--- config.mk ---
export PLATFORM = sky130hd
export DESIGN_NAME = irq_select
export DESIGN_NICKNAME = d
export VERILOG_FILES = /design/src/rtl/irq_select_pkg.sv /design/src/rtl/irq_cfg_regs.sv /design/src/rtl/irq_gate.sv /design/src/rtl/irq_prio_enc.sv /design/src/rtl/irq_select.sv
export SDC_FILE = /design/constraint.sdc
export NUM_CORES = 1
export LEC_CHECK = 0
export BUFFER_PORTS_ARGS = -buffer_cell sky130_fd_sc_hd__buf_2
export CORE_MARGIN = 1
export CORE_UTILIZATION = 50
export DETAILED_ROUTE_END_ITERATION = 12
export PLACE_DENSITY_LB_ADDON = 0.15
export SYNTH_ARGS = -nofsm -noshare
export SYNTH_HDL_FRONTEND = slang
export SYNTH_SLANG_ARGS = --single-unit
--- constraint.sdc ---
create_clock -name clk -period 2 [get_ports clk]
set_input_delay 0.2 -clock clk [delete_from_list [all_inputs] [get_ports clk]]
set_output_delay 0.2 -clock clk [all_outputs]
set_load 0.05 [all_outputs]
--- src/rtl/irq_select_pkg.sv ---
package irq_select_pkg;
   typedef enum logic {
      CFG_MASK = 1'b0,
      CFG_BASE = 1'b1
   } cfg_sel_e;
endpackage

--- src/rtl/irq_cfg_regs.sv ---
module irq_cfg_regs #(
   parameter int NUM_LINES = 8,
   parameter int DATA_W    = 8,
   parameter int BASE_W    = 5,
   localparam int BASE_LO  = DATA_W - BASE_W
) (
   input  logic                 clk,
   input  logic                 rst_n,
   input  logic                 we,
   input  logic                 addr,
   input  logic [DATA_W-1:0]    wdata,
   output logic [NUM_LINES-1:0] mask_q,
   output logic [BASE_W-1:0]    base_q
);
   import irq_select_pkg::*;

   always_ff @(posedge clk or negedge rst_n) begin
      if (!rst_n) begin
         mask_q <= '0;
         base_q <= '0;
      end else if (we) begin
         if (cfg_sel_e'(addr) == CFG_MASK)
            mask_q <= wdata[NUM_LINES-1:0];
         else
            base_q <= wdata[DATA_W-1:BASE_LO];
      end
   end
endmodule

--- src/rtl/irq_gate.sv ---
module irq_gate #(
   parameter int NUM_LINES = 8
) (
   input  logic [NUM_LINES-1:0] req,
   input  logic [NUM_LINES-1:0] mask,
   output logic [NUM_LINES-1:0] live
);
   for (genvar g = 0; g < NUM_LINES; g++) begin : g_line
      assign live[g] = req[g] & mask[g];
   end
endmodule

--- src/rtl/irq_prio_enc.sv ---
module irq_prio_enc #(
   parameter int NUM_LINES = 8,
   parameter bit HIGH_WINS = 1'b1,
   localparam int IDX_W    = $clog2(NUM_LINES)
) (
   input  logic [NUM_LINES-1:0] vec,
   output logic                 any,
   output logic [IDX_W-1:0]     idx
);
   assign any = |vec;

   if (HIGH_WINS) begin : g_high
      always_comb begin
         idx = '0;
         for (int i = 0; i < NUM_LINES; i++)
            if (vec[i]) idx = IDX_W'(i);
      end
   end else begin : g_low
      always_comb begin
         idx = '0;
         for (int i = NUM_LINES - 1; i >= 0; i--)
            if (vec[i]) idx = IDX_W'(i);
      end
   end
endmodule

--- src/rtl/irq_select.sv ---
module irq_select #(
   parameter int NUM_LINES = 8,
   parameter int VEC_W     = 8,
   parameter int DATA_W    = 8,
   localparam int IDX_W    = $clog2(NUM_LINES),
   localparam int BASE_W   = VEC_W - IDX_W
) (
   input  logic                 clk,
   input  logic                 rst_n,
   input  logic                 cfg_we,
   input  logic                 cfg_addr,
   input  logic [DATA_W-1:0]    cfg_wdata,
   input  logic [NUM_LINES-1:0] irq_req,
   output logic                 irq_out,
   output logic [IDX_W-1:0]     irq_idx,
   output logic [VEC_W-1:0]     irq_vec
);
   if (NUM_LINES < 2 || (1 << IDX_W) != NUM_LINES) begin : g_bad_lines
      $error("irq_select: NUM_LINES must be a power of two and at least 2");
   end
   if (VEC_W <= IDX_W) begin : g_bad_vec
      $error("irq_select: VEC_W must exceed the index width");
   end
   if (DATA_W < NUM_LINES || DATA_W != VEC_W) begin : g_bad_data
      $error("irq_select: DATA_W must cover the mask and equal VEC_W");
   end

   logic [NUM_LINES-1:0] mask_q;
   logic [BASE_W-1:0]    base_q;
   logic [NUM_LINES-1:0] live;
   logic                 any;
   logic [IDX_W-1:0]     win;

   irq_cfg_regs #(
      .NUM_LINES(NUM_LINES), .DATA_W(DATA_W), .BASE_W(BASE_W)
   ) u_regs (
      .clk(clk), .rst_n(rst_n), .we(cfg_we), .addr(cfg_addr),
      .wdata(cfg_wdata), .mask_q(mask_q), .base_q(base_q)
   );

   irq_gate #(.NUM_LINES(NUM_LINES)) u_gate (
      .req(irq_req), .mask(mask_q), .live(live)
   );

   irq_prio_enc #(.NUM_LINES(NUM_LINES), .HIGH_WINS(1'b1)) u_enc (
      .vec(live), .any(any), .idx(win)
   );

   always_ff @(posedge clk or negedge rst_n) begin
      if (!rst_n) begin
         irq_out <= 1'b0;
         irq_idx <= '0;
         irq_vec <= '0;
      end else begin
         irq_out <= any;
         irq_idx <= any ? win : '0;
         irq_vec <= any ? {base_q, win} : '0;
      end
   end
endmodule

==> run_results.csv <==
group,metric,value,unit
critical_path,cp_slowest_cell,"dfrtp_1",
floorplan,rows,14,
hold_path,hold_path_end,"u_regs.mask_q[1]$_DFFE_PN0P_",
sta,finalSetupTns,0,ps
sta,hold_violations,0,
layout,fillers,121,
clock_tree,cts_tree,"yes",
job,maxCapViolCount,0,
clock_tree,post_cts_buffers,0,
critical_path,startpoint_type,"register",
clock_tree,cts_max_level,1,
critical_path,arrival,950,ps
drt,finalWirelength,1.46,mm
drt,drtIter0Drc,6,
yosys,yosysTopAreaCellShare,62.0,%
placement,dpl_worst_slack,634,ps
sta,max_freq,0.870,GHz
layout,num_antenna_cells,0,
placement,routabilityCongestion,0.732,
drt,drc_errors,1,
yosys,synth-seq-cells,22,
critical_path,path_cells,"buf_2",
sta,holdWs,112,ps
critical_path,r2r_start,"u_regs.mask_q[0]$_DFFE_PN0P_",
critical_path,cp_max_fo,2,
hold_path,hold_depth,2,
critical_path,ff2ff_setup_slack,880,ps
global_routing,grt_max_degree,23,
yosys,netlist_area,888,sq um
critical_path,endpoint_kind,"output pin",
floorplan,ios,32,
placement,place_area,1030,sq um
critical_path,path_class,"register to output pin",
floorplan,coreArea,1580,sq um
sta,tightestPinTransition,639,ps
global_routing,track_usage,18.2,%
power_and_ir_drop,swShare,33.3,%
power_and_ir_drop,p_per_area,1130,nW/um^2
clock_tree,insertion_delay,310,ps
drt,avgRoutedWirePerCell,13.4,um
sta,setup_viol,0,
power_and_ir_drop,internal_power,0.824,mW
floorplan,die_x,44.2,um
power_and_ir_drop,ir_drop,0.000706,V
floorplan,die_h,44.2,um
power_and_ir_drop,pwr-share-clk,27.5,%
layout,final_common_cell,"buf_2",
placement,io_buffer_count,31,
power_and_ir_drop,p_seq_share,44.8,%
hold_path,hold_start,"cfg_wdata[1]",
power_and_ir_drop,p_switching,0.411,mW
clock_tree,cts_inserted_buffers,3,
yosys,yosysSeqAreaShare,62.0,%
sta,fin_ws,850,ps
drt,ant_nets,0,
sta,skew,4.60,ps
sta,rsz0062_at_grt,"no",
yosys,synth.avg_cell_area,14.6,sq um
floorplan,start_util,56.3,%
clock_tree,clock-root-buffer,"clkbuf_4",
yosys,yosys.area.top_type,"dfrtp_1",
drt,via_per_inst,5.24,
drt,vias,571,
critical_path,cp_top_family,"flip-flops",
yosys,synth_nets,81,
power_and_ir_drop,p_leak,0.514,nW
layout,nets,114,
clock_tree,clkTransAtPathRegs,120,ps
critical_path,critPathRequiredTime,1800,ps
yosys,synth_cells,61,
global_routing,antenna_found_initial,0,
critical_path,r2r_cells,3,
clock_tree,cts.hold.buffers_added,1,
critical_path,max_stage_delay,380,ps
yosys,synth_warnings,0,
critical_path,cp_num_buf_inv,1,
critical_path,r2r_end,"irq_vec[3]$_DFF_PN0_",
floorplan,die_area,1950,sq um
sta,post-route-min-period,1150,ps
layout,utilization,69.3,%
yosys,synth.area.top_cells,"dfrtp_1 62%, mux2_2 16%, a22oi_2 4.2%",
yosys,synth.distinct_cells,13,
power_and_ir_drop,pwr-share-comb,27.7,%
sta,max-slew-margin-rel,57.3,%
global_routing,grt_overflow,0,
layout,mostFrequentLayoutCells,"31 x buf_2, 22 x dfrtp_1, 13 x mux2_2, 6 x nand2_1, 5 x and2_1",
clock_tree,cts.sinks,22,
layout,fin_area,1090,sq um
layout,syn_to_final_growth,23.0,%
sta,drv_slew,0,
sta,fin_crit_sh,57.5,%
global_routing,first_global_vias,574,
global_routing,grt_first_pass_wirelength,2.44,mm
hold_path,min_path_type,"input pin to register",
clock_tree,cts_resized,0,
clock_tree,cts_max_path_buffers,2,
layout,drive_above_1_share,55.9,%
outcome,violations,"design-rule violations",
drt,first_pass_iters,9,
outcome,outcome,"finished, violations left",
through the flow:
stage	power [mW]	cells
after floorplan	0.829	61
after global placement	0.898	104
after detailed placement	0.906	104
after CTS	1.25	109
after global routing	1.29	109
final	1.23	109
cell type report:
type                            instances  area (sq um)  area share, %
Sequential cell                        22           551           50.4
Multi-Input combinational cell         34           300           27.5
Timing Repair Buffer                   32           165           15.1
Clock inverter                          1          30.0           2.75
Clock buffer                            3          22.5           2.06
Tap cell                               16          20.0           1.83
Inverter                                1          3.75          0.344
cells in the mapped netlist:
cell     number
inv_1         1
a32oi_1       2
nor2b_1       1
buf_4         3
nand4_4       1
buf_6         1
a22oi_1       1
dfrtp_1      22
a22oi_2       3
nand2_1       6
and2_1        5
mux2_2       13
o21ai_0       2
logic make-up after synthesis:
group,synth area share [%]
flip-flops,62.0
multiplexers,16.5
AND/OR/NAND/NOR,9.16
AO/OA/AOI/OAI,8.17
buffers and inverters,4.22
power by group through the flow:
stage | clock network [mW] | logic [mW] | registers [mW]
5_1_grt | 0.359 | 0.366 | 0.562
4_1_cts | 0.350 | 0.346 | 0.553
3_3_place_gp | 0 | 0.340 | 0.557
3_5_place_dp | 0 | 0.344 | 0.562
2_1_floorplan | 0 | 0.154 | 0.675
6_report | 0.339 | 0.342 | 0.552
flip-flops by register name, summed over array words and instances (netlist names):
name	flops
irq_vec	8
u_regs.mask_q	8
irq_out	1
u_regs.base_q	5
worst reg2reg max path: cells and delay by family (launching register included):
| family | cells | cell delay [ps] |
|---|---|---|
| simple gates | 2 | 360 |
| flops | 1 | 400 |
| compound gates | 1 | 270 |
worst max path at each step:
stage                          from                      endpoint  slack [ps]  cells past startpoint
2_1_floorplan  irq_vec[0]$_DFF_PN0_                    irq_vec[0]         910                      1
3_3_place_gp               cfg_addr  u_regs.mask_q[5]$_DFFE_PN0P_         650                      3
4_1_cts        irq_vec[1]$_DFF_PN0_                    irq_idx[1]         820                      1
6_report       irq_vec[1]$_DFF_PN0_                    irq_idx[1]         850                      1
3_5_place_dp                 cfg_we  u_regs.mask_q[0]$_DFFE_PN0P_         630                      3
5_1_grt        irq_vec[1]$_DFF_PN0_                    irq_vec[1]         810                      1
routing by layer:
metal / wire length [um] / track usage (%) / up-vias / part of all wire (%)
met5: 0 / 0 / - / 0
met4: 18 / 12.7 / 0 / 1.2
met3: 68 / 4.08 / 2 / 4.7
met2: 704 / 27.1 / 18 / 48
met1: 667 / 23.6 / 275 / 46
li1: - / - / 276 / -
Power figures use the tool's default switching activity.
